**src/rtl/bioe_pkg.sv**
```systemverilog
package bioe_pkg;

    localparam int ADDR_W    = 16;
    localparam int WIN_LSB   = 12;
    localparam int WIN_W     = ADDR_W - WIN_LSB;
    localparam int ALIAS_LSB = 8;
    localparam int ALIAS_W   = 2;
    localparam int CFG_W     = 2 * WIN_W;

    typedef enum logic [1:0] {
        SEL_CTRL = 2'd0,
        SEL_WIN  = 2'd1,
        SEL_ROOT = 2'd2,
        SEL_STAT = 2'd3
    } cfg_sel_e;

    typedef enum logic [1:0] {
        ERR_COR      = 2'd0,
        ERR_NONFATAL = 2'd1,
        ERR_FATAL    = 2'd2,
        ERR_RSVD     = 2'd3
    } err_kind_e;

    typedef struct packed {
        logic isa_excl;
        logic serr_en;
        logic par_en;
    } ctrl_t;

    typedef struct packed {
        logic [WIN_W-1:0] limit;
        logic [WIN_W-1:0] base;
    } win_t;

    typedef struct packed {
        logic fatal_en;
        logic nonfatal_en;
        logic cor_en;
    } root_t;

    function automatic logic in_window(input win_t w, input logic [WIN_W-1:0] page);
        return (page >= w.base) && (page <= w.limit);
    endfunction

    function automatic logic is_isa_alias(input logic [ALIAS_W-1:0] sub);
        return sub != '0;
    endfunction

    function automatic logic kind_enabled(input root_t r, input err_kind_e k);
        logic en;
        case (k)
            ERR_COR:      en = r.cor_en;
            ERR_NONFATAL: en = r.nonfatal_en;
            ERR_FATAL:    en = r.fatal_en;
            default:      en = 1'b0;
        endcase
        return en;
    endfunction

endpackage

```
**src/rtl/bioe_cfg.sv**
```systemverilog
module bioe_cfg
    import bioe_pkg::*;
(
    input  logic             clk,
    input  logic             rst,
    input  logic             wr_en,
    input  logic [1:0]       wr_sel,
    input  logic [CFG_W-1:0] wr_data,
    output ctrl_t            ctrl,
    output win_t             win,
    output root_t            root,
    output logic             stat_clr
);
    cfg_sel_e sel;
    assign sel = cfg_sel_e'(wr_sel);

    always_ff @(posedge clk) begin
        if (rst) begin
            ctrl       <= '0;
            root       <= '0;
            win.base   <= '1;
            win.limit  <= '0;
        end else if (wr_en) begin
            case (sel)
                SEL_CTRL: begin
                    ctrl.par_en   <= wr_data[0];
                    ctrl.serr_en  <= wr_data[1];
                    ctrl.isa_excl <= wr_data[2];
                end
                SEL_WIN: begin
                    win.base  <= wr_data[WIN_W-1:0];
                    win.limit <= wr_data[CFG_W-1:WIN_W];
                end
                SEL_ROOT: begin
                    root.cor_en      <= wr_data[0];
                    root.nonfatal_en <= wr_data[1];
                    root.fatal_en    <= wr_data[2];
                end
                default: ;
            endcase
        end
    end

    assign stat_clr = wr_en && (sel == SEL_STAT) && wr_data[0];

endmodule

```
**src/rtl/bioe_io_decode.sv**
```systemverilog
module bioe_io_decode
    import bioe_pkg::*;
(
    input  logic              clk,
    input  logic              rst,
    input  logic              req_valid,
    input  logic [ADDR_W-1:0] req_addr,
    input  ctrl_t             ctrl,
    input  win_t              win,
    output logic              rsp_valid,
    output logic              rsp_to_link
);
    logic hit;
    logic alias_hit;
    logic to_link;
    logic unused_addr_bits;

    assign hit       = in_window(win, req_addr[ADDR_W-1:WIN_LSB]);
    assign alias_hit = is_isa_alias(req_addr[ALIAS_LSB+ALIAS_W-1:ALIAS_LSB]);
    assign to_link   = hit && !(ctrl.isa_excl && alias_hit);
    assign unused_addr_bits = ^{req_addr[WIN_LSB-1:ALIAS_LSB+ALIAS_W], req_addr[ALIAS_LSB-1:0]};

    always_ff @(posedge clk) begin
        if (rst) begin
            rsp_valid   <= 1'b0;
            rsp_to_link <= 1'b0;
        end else begin
            rsp_valid   <= req_valid;
            rsp_to_link <= req_valid && to_link;
        end
    end

endmodule

```
**src/rtl/bioe_err_fwd.sv**
```systemverilog
module bioe_err_fwd
    import bioe_pkg::*;
(
    input  logic       clk,
    input  logic       rst,
    input  logic       msg_valid,
    input  logic [1:0] msg_kind,
    input  logic       poison,
    input  ctrl_t      ctrl,
    input  root_t      root,
    input  logic       stat_clr,
    output logic       serr_pulse,
    output logic       mdpe
);
    logic qualify;
    logic mdpe_set;

    assign qualify  = msg_valid && ctrl.serr_en && kind_enabled(root, err_kind_e'(msg_kind));
    assign mdpe_set = poison && ctrl.par_en;

    always_ff @(posedge clk) begin
        if (rst) begin
            serr_pulse <= 1'b0;
            mdpe       <= 1'b0;
        end else begin
            serr_pulse <= qualify;
            if (mdpe_set)
                mdpe <= 1'b1;
            else if (stat_clr)
                mdpe <= 1'b0;
        end
    end

endmodule

```
**src/rtl/bridge_io_err_ctl.sv**
```systemverilog
module bridge_io_err_ctl
    import bioe_pkg::*;
(
    input  logic                     clk,
    input  logic                     rst,
    input  logic                     cfg_wr_en,
    input  logic [1:0]               cfg_wr_sel,
    input  logic [bioe_pkg::CFG_W-1:0]  cfg_wr_data,
    input  logic                     io_req_valid,
    input  logic [bioe_pkg::ADDR_W-1:0] io_req_addr,
    output logic                     io_rsp_valid,
    output logic                     io_rsp_to_link,
    input  logic                     err_msg_valid,
    input  logic [1:0]               err_msg_kind,
    input  logic                     cpl_poison_valid,
    output logic                     sys_err_req,
    output logic                     mdpe_status
);
    ctrl_t ctrl_q;
    win_t  win_q;
    root_t root_q;
    logic  stat_clr;

    bioe_cfg i_cfg (
        .clk      (clk),
        .rst      (rst),
        .wr_en    (cfg_wr_en),
        .wr_sel   (cfg_wr_sel),
        .wr_data  (cfg_wr_data),
        .ctrl     (ctrl_q),
        .win      (win_q),
        .root     (root_q),
        .stat_clr (stat_clr)
    );

    bioe_io_decode i_dec (
        .clk         (clk),
        .rst         (rst),
        .req_valid   (io_req_valid),
        .req_addr    (io_req_addr),
        .ctrl        (ctrl_q),
        .win         (win_q),
        .rsp_valid   (io_rsp_valid),
        .rsp_to_link (io_rsp_to_link)
    );

    bioe_err_fwd i_err (
        .clk        (clk),
        .rst        (rst),
        .msg_valid  (err_msg_valid),
        .msg_kind   (err_msg_kind),
        .poison     (cpl_poison_valid),
        .ctrl       (ctrl_q),
        .root       (root_q),
        .stat_clr   (stat_clr),
        .serr_pulse (sys_err_req),
        .mdpe       (mdpe_status)
    );

endmodule

```
**config.mk**
```make
export PLATFORM = sky130hd
export DESIGN_NAME = bridge_io_err_ctl
export DESIGN_NICKNAME = d
export VERILOG_FILES = /design/src/rtl/bioe_pkg.sv /design/src/rtl/bioe_cfg.sv /design/src/rtl/bioe_io_decode.sv /design/src/rtl/bioe_err_fwd.sv /design/src/rtl/bridge_io_err_ctl.sv
export SDC_FILE = /design/constraint.sdc
export NUM_CORES = 1
export LEC_CHECK = 0
export ABC_AREA = 1
export ABC_CLOCK_PERIOD_IN_PS = 1340
export BUFFER_PORTS_ARGS = -buffer_cell sky130_fd_sc_hd__buf_2
export CAP_MARGIN = 20
export CORE_MARGIN = 1
export CORE_UTILIZATION = 45
export CTS_CLUSTER_SIZE = 20
export DETAILED_ROUTE_END_ITERATION = 10
export GPL_ROUTABILITY_DRIVEN = 0
export PLACE_DENSITY = 0.87
export SYNTH_ARGS = -nofsm -noshare
export SYNTH_HDL_FRONTEND = slang
export SYNTH_SLANG_ARGS = --single-unit
```
**constraint.sdc**
```tcl
create_clock -name clk -period 1.34 [get_ports clk]
set_input_delay 0.067 -clock clk [delete_from_list [all_inputs] [get_ports clk]]
set_output_delay 0.067 -clock clk [all_outputs]
set_load 0.02 [all_outputs]
```
==> impl_results.md, run 1 <==
- Minimum clock period after layout: 1.178 ns
- Number of setup buffers added after CTS: 0
- Leading post-synthesis cells by instance count: 20 x inv_1, 18 x dfxtp_1, 18 x nand2_1, 18 x nor2_1, 11 x o21ai_0
- Tightest slew margin relative to the limit: 73.71%
- Number of global-route vias before repair: 807
- Final Skew: 0.008567 ns
- Worst-margin pin slew: 0.3939 ns
- Synthesized-area fraction occupied by ao, oa, aoi and oai cells: 14.37%
- Predominant post-synthesis flop cell: dfxtp_1
- Worst Setup Start Kind: primary input
- Hold path depth: 3
- Residual DRC count: 0
- Cells taking the most area after synthesis: dfxtp_1 41%, ha_1 11%, inv_1 8.6%, nand2_1 7.8%, nor2_1 7.8%
- Clock Sink Count: 18
- 1st-iter DRT viols: 20
- Largest net degree at the start of global routing: 17
- Number of distinct standard cells referenced by the synthesized netlist: 15
- Synth Register Bits: 18
- Non-filler instance count after layout: 175
- Number of antenna violations at the first check in global routing: 0
- Global-route wire length before repair: 3077 um
- Highest achievable clock rate: 848.9 MHz
- Xor/xnor cell area share of the yosys netlist: 0%
- Post-detailed-route count of antenna-violating nets: 0
- Share of layout cells above drive strength 1: 22.67%
- Fraction of the mapped netlist area in simple logic gates: 23.13%
- TritonCTS clock tree: yes
- Number of enable flip-flop cells after synthesis: 0
- Final slew viol count: 0
- Total count of hold-check failures in the final report: 0
- Setup CP Type: in -> reg
- Cell chosen for the clock root: clkbuf_4
- Most area-hungry cell type in the Yosys netlist: dfxtp_1
- Number of buffers created by CTS: 3
- Die Footprint: 2115 um2
- Total power divided by cell area: 986.5 nW/um2
- Post-CTS resize count: 0
- RSZ-0062 raised after global routing: false
- Dominant combinational cell family by area after synthesis: simple AND/OR/NAND/NOR gates
- Worst path required time: 1.58 ns
- Router iterations before antenna repair: 4
- Global route overflow: 0
- Mux contribution to synthesized area: 0%
- Total Routed Length: 1769 um
- Path category of the worst min-delay check: in -> reg
- Maximum vdd ir drop: 0.0005802 V
- Part of the Yosys area used for sequential elements: 41.38%
- Width of the chip: 45.99 um
- Overall die height: 45.99 um
- Arr. time, crit path: 1.41 ns
- Most frequent cell after synthesis: inv_1
- Total negative slack for setup checks: 0 ns
- Maximum number of buffers from clock root to sink: 2
- Count of nets after finishing: 193
- Lkg Pwr: 0.5790 nW
- CP max-delay cell: dlygate4sd3_1
- Crit-path max cell delay: 0.54 ns
- Placeable core area: 1764 um2
- Number of filler instances in the final layout: 188
- Maximum level of the CTS H-tree: 1
- Mapped Cells: 117
- Critical path, cell by cell: dlygate4sd3_1 -> buf_2 -> inv_1 -> nand2_1 -> nor2_1 -> nand2_1 -> nor2_1
- Post-synthesis adder-cell area fraction: 11.49%
- Count of yosys warnings during synthesis: 0
- Starting density of the core: 49.36%
- Max capacitance violation total: 0
- Clock latency on the worst-skew pair: 0.30 ns
- Fraction of synthesized cell area taken by the top area cell type: 41.38%
- Detail-routed net length per standard cell: 10.11 um
- Capturing element type of the critical path: flop
- DP Wirelength: 1332 um
- Floorplan row count: 15
- Hold buffer count at CTS: 3
- Overall via count from detail_route: 840
- Number of nets in the synthesized netlist: 159
- Vias per inst: 4.800
- Number of top-level pins: 38
- Async set-reset flop share out of synthesis: 0%
- Count of inserted antenna diode cells: 0
- Run status: completed
- Final period util: 87.91%
- Number of placed instances, taps included: 168
- Clock transition at the register clock pins on the worst setup and hold paths after CTS: 0.11 ns
- CP max FO: 16
- Area growth from synthesis to final layout: 26.15%
- Port bufs: 27
- Average cell area after synthesis: 7.443 um2
- Total global-route track usage: 20.29%
- Worst reg-to-reg path cell count: 6
- Area of the mapped netlist: 870.8 um2
- Setup Viol. Count Final: 0
==> cell families (layout without fill, tap and decap cells) <==
family / after synthesis / in the layout
DFF: 18 / 18
and+or+nand+nor: 46 / 46
adders and majority gates: 8 / 8
buffers and inverters: 22 / 55
AOI/OAI and AO/OA: 23 / 23
==> worst paths after layout <==
| kind | startpoint | end | slack, ns |
|---|---|---|---|
| setup / recovery | rst | i_dec.rsp_to_link | 0.16 |
| hold / removal | err_msg_valid | i_err.serr_pulse | 0.009 |
| setup reg to reg | i_cfg.win[3] | i_dec.rsp_to_link | 0.21 |
| hold reg to reg | i_cfg.ctrl[1] | i_err.serr_pulse | 0.47 |
==> through the flow <==
step	power [mW]	setup WS, ns	hold slack [ns]	utilization, %	area, um2
4_1_cts	1.088	0.1643	0.009554	62.27	1099
5_1_grt	1.154	0.01237	0.006949	62.27	1099
6_report	1.084	0.1619	0.009235	62.27	1099
2_1_floorplan	0.6851	0.3138	0.1361	-	870.8
3_5_place_dp	0.7526	0.2160	0.2435	58.51	1032
3_3_place_gp	0.7418	0.2690	0.2378	58.51	1032
==> report_power, final <==
part	switching, mW	internal [mW]	total, mW
registers	0.0101	0.560	0.570
logic	0.0990	0.0807	0.180
clock network	0.168	0.166	0.334
==> worst max-delay path, delay by kind of cell <==
kind	cells	cell delay [ns]
buffers and inverters	3	0.97
AND/OR/NAND/NOR	4	0.38
==> state kept, by name, summed over array words and instances (netlist names) <==
register,cells
i_err.mdpe,1
i_dec.rsp_to_link,1
i_cfg.root,3
i_cfg.win,8
i_dec.rsp_valid,1
i_cfg.ctrl,3
i_err.serr_pulse,1
==> routing by layer <==
metal,wire [um],vias up,GRT usage (%)
met4,21,0,8.235
met2,894,19,34.93
met3,58,5,4.365
met1,795,374,24.10
met5,0,-,0
li1,-,442,-
==> cell type report <==
cell class / count / area (um2) / area share, %
Timing Repair Buffer: 30 / 165.2 / 15.03
Inverter: 21 / 78.83 / 7.175
Multi-Input combinational cell: 77 / 426.7 / 38.84
Clock buffer: 4 / 36.28 / 3.303
Sequential cell: 18 / 360.3 / 32.80
Tap cell: 25 / 31.28 / 2.847
==> layout by cell type, fill, tap and decap left out, drive strengths merged <==
cell type | Yosys | routed
o21a | 1 | 1
nor2 | 19 | 19
buf | 1 | 27
inv | 21 | 21
nand3 | 7 | 7
dlygate4sd3 | 0 | 3
nand2 | 18 | 18
a21oi | 8 | 8
nand4 | 2 | 2
o21ai | 11 | 11
clkbuf | 0 | 4
ha | 8 | 8
dfxtp | 18 | 18
o211ai | 3 | 3
(Power assumes the default switching activity.)
==> run 2: changes to the inputs <==
--- a/config.mk
+++ b/config.mk
@@ -15,6 +15,7 @@
 export DETAILED_ROUTE_END_ITERATION = 10
 export GPL_ROUTABILITY_DRIVEN = 0
 export PLACE_DENSITY = 0.87
+export RECOVER_POWER = 100
 export SYNTH_ARGS = -nofsm -noshare
 export SYNTH_HDL_FRONTEND = slang
 export SYNTH_SLANG_ARGS = --single-unit
==> impl_results.md, run 2 (synthesized netlist as in run 1, its figures left out) <==
- Run status: completed (unchanged)
- Critical path, cell by cell: dlygate4sd3_1 -> clkbuf_1 -> inv_1 -> nand2_1 -> nor2_1 -> nand2_1 -> nor2_1 (was dlygate4sd3_1 -> buf_2 -> inv_1 -> nand2_1 -> nor2_1 -> nand2_1 -> nor2_1)
- Fraction of the core area covered by cells at the end of the flow: 61.91% (was 62.27%)
- Width of the chip: 45.99 um (unchanged)
- FF-to-FF End: i_dec.rsp_to_link (unchanged)
- Number of antenna violations at the first check in global routing: 0 (unchanged)
- Maximum vdd ir drop: 0.0005844 V (was 0.0005802 V)
- Post-detailed-route count of antenna-violating nets: 0 (unchanged)
- Capturing element type of the critical path: flop (unchanged)
- Post-CTS resize count: 0 (unchanged)
- Number of placed instances, taps included: 168 (unchanged)
- Clock Sink Count: 18 (unchanged)
- Most common cell after layout, fill and taps aside: buf_2 (unchanged)
- Router iterations before antenna repair: 4 (unchanged)
- Number of buffers created by CTS: 3 (unchanged)
- Largest registers: i_cfg.win (8), i_cfg.ctrl (3), i_cfg.root (3) (unchanged)
- Placed instance area: 1032 um2 (unchanged)
- Buffer and inverter count on the worst path: 3 (unchanged)
- Maximum number of buffers from clock root to sink: 2 (unchanged)
- Worst-margin pin slew: 0.3933 ns (was 0.3939 ns)
- Clock latency on the worst-skew pair: 0.30 ns (about the same)
- Minimum clock period after layout: 1.161 ns (was 1.178 ns)
- Final period util: 86.65% (was 87.91%)
- CP max FO: 16 (unchanged)
- Worst Min Path Start: err_msg_valid (unchanged)
- Largest net degree at the start of global routing: 17 (unchanged)
- Setup Viol. Count Final: 0 (unchanged)
- Largest delay contributor family on the critical path: buffers and inverters (unchanged)
- Area growth from synthesis to final layout: 25.43% (was 26.15%)
- 1st-iter DRT viols: 20 (unchanged)
- Starting density of the core: 49.36% (unchanged)
- Die Footprint: 2115 um2 (unchanged)
- Crit-path max cell delay: 0.54 ns (about the same)
- Global-route wire length before repair: 3077 um (unchanged)
- Hold worst-path end: i_err.serr_pulse (unchanged)
- Reg-to-reg startpoint: i_cfg.win[3] (unchanged)
- Most frequent cells in the layout: 22 x buf_2, 20 x inv_1, 18 x nand2_1, 18 x nor2_1, 18 x dfxtp_1 (was 27 x buf_2, 20 x inv_1, 18 x nand2_1, 18 x nor2_1, 18 x dfxtp_1)
- Reg-to-reg setup timing slack: 0.21 ns (about the same)
- Maximum level of the CTS H-tree: 1 (unchanged)
- Non-filler instance count after layout: 175 (unchanged)
- Worst path required time: 1.58 ns (about the same)
- Total negative slack for setup checks: 0 ns (unchanged)
- Floorplan row count: 15 (unchanged)
- Total global-route track usage: 20.29% (unchanged)
- Total Routed Length: 1776 um (was 1769 um)
- TritonCTS clock tree: yes (unchanged)
- Placeable core area: 1764 um2 (unchanged)
- Final slew viol count: 0 (unchanged)
- Number of top-level pins: 38 (unchanged)
- Total count of hold-check failures in the final report: 0 (unchanged)
- Port bufs: 27 (unchanged)
- Path category of the worst min-delay check: in -> reg (unchanged)
- Lkg Pwr: 0.5596 nW (was 0.5790 nW)
- Overall die height: 45.99 um (unchanged)
- Total power divided by cell area: 992.5 nW/um2 (was 986.5 nW/um2)
- Share of layout cells above drive strength 1: 19.33% (was 22.67%)
- Top register by number of flip-flops: i_cfg.win (unchanged)
- Cell chosen for the clock root: clkbuf_4 (unchanged)
- DP Wirelength: 1332 um (unchanged)
- CP max-delay cell: dlygate4sd3_1 (unchanged)
- Worst reg-to-reg path cell count: 6 (unchanged)
- Detail-routed net length per standard cell: 10.15 um (was 10.11 um)
- Setup CP Type: in -> reg (unchanged)
- Residual DRC count: 0 (unchanged)
- Vias per inst: 4.811 (was 4.800)
- Arr. time, crit path: 1.40 ns (was 1.41 ns)
- Non-Filler Cell Area, Final: 1092 um2 (was 1099 um2)
- Tightest slew margin relative to the limit: 73.75% (was 73.71%)
- Highest achievable clock rate: 861.2 MHz (was 848.9 MHz)
- Worst Setup Start Kind: primary input (unchanged)
- Global route overflow: 0 (unchanged)
- Post-route total power: 1.084 mW (about the same)
- Max capacitance violation total: 0 (unchanged)
- Count of nets after finishing: 193 (unchanged)
- RSZ-0062 raised after global routing: false (unchanged)
- Number of flip-flops under the largest register name: 8 (unchanged)
- Hold path depth: 3 (unchanged)
- Number of global-route vias before repair: 807 (unchanged)
- Clock transition at the register clock pins on the worst setup and hold paths after CTS: 0.11 ns (about the same)
- Count of inserted antenna diode cells: 0 (unchanged)
- Overall via count from detail_route: 842 (was 840)
- Final Skew: 0.007340 ns (was 0.008567 ns)
==> run 2: changes by cell type in the layout (fill, tap and decap cells not counted), sizes merged <==
cell    delta
buf        -5
clkbuf     +5
==> run 2: what timing repair did <==
item / in CTS / in global routing
setup endpoints to repair: 0 / 0
setup buffers: 0 / 0
endpoints found under the hold margin: 3 / 0
hold buffers: 3 / 0
==> run 2: worst max-delay path by stage <==
stage / startpoint / end / slack [ns] / cells past startpoint
floorplan: i_cfg.win[3] / i_dec.rsp_to_link / 0.31 / 6
global placement: i_cfg.win[3] / i_dec.rsp_to_link / 0.27 / 6
detailed placement: i_cfg.win[3] / i_dec.rsp_to_link / 0.22 / 6
CTS: rst / i_dec.rsp_to_link / 0.16 / 7
global route: rst / i_dec.rsp_to_link / 0.02 / 7
finish: rst / i_dec.rsp_to_link / 0.18 / 7
==> run 2: metal layers <==
metal	GRT usage (%)	up-vias	share of wire, %
li1	-	443	-
met1	24.10	375	45
met2	34.93	19	50
met3	4.365	5	3.4
met4	8.235	0	1.2
met5	0	-	0
==> run 2: layout make-up <==
cell class                      count  area (um2)
Clock buffer                        4       36.28
Fill cell                         189       671.9
Inverter                           21       78.83
Multi-Input combinational cell     77       426.7
Sequential cell                    18       360.3
Tap cell                           25       31.28
Timing Repair Buffer               30       158.9
==> run 2: through the flow <==
stage / worst slack (ns) / hold WS (ns)
2_1_floorplan: 0.3138 / 0.1361
3_3_place_gp: 0.2690 / 0.2378
6_report: 0.1788 / 0.009206
3_5_place_dp: 0.2160 / 0.2435
5_1_grt: 0.01909 / 0.006949
4_1_cts: 0.1643 / 0.009554
==> run 2: worst register-to-register path, cell delays in order, from the launching register on <==
cell and delay [ns]:
dfxtp_1 0.32, inv_1 0.05, ha_1 0.31, a21oi_1 0.17, nand3_1 0.09, nand2_1 0.06, nor2_1 0.03
==> run 2: power by group <==
| group | total (mW) | switching (mW) | internal [mW] |
|---|---|---|---|
| clock | 0.335 | 0.170 | 0.166 |
| sequential | 0.570 | 0.0103 | 0.560 |
| combinational | 0.179 | 0.0992 | 0.0794 |
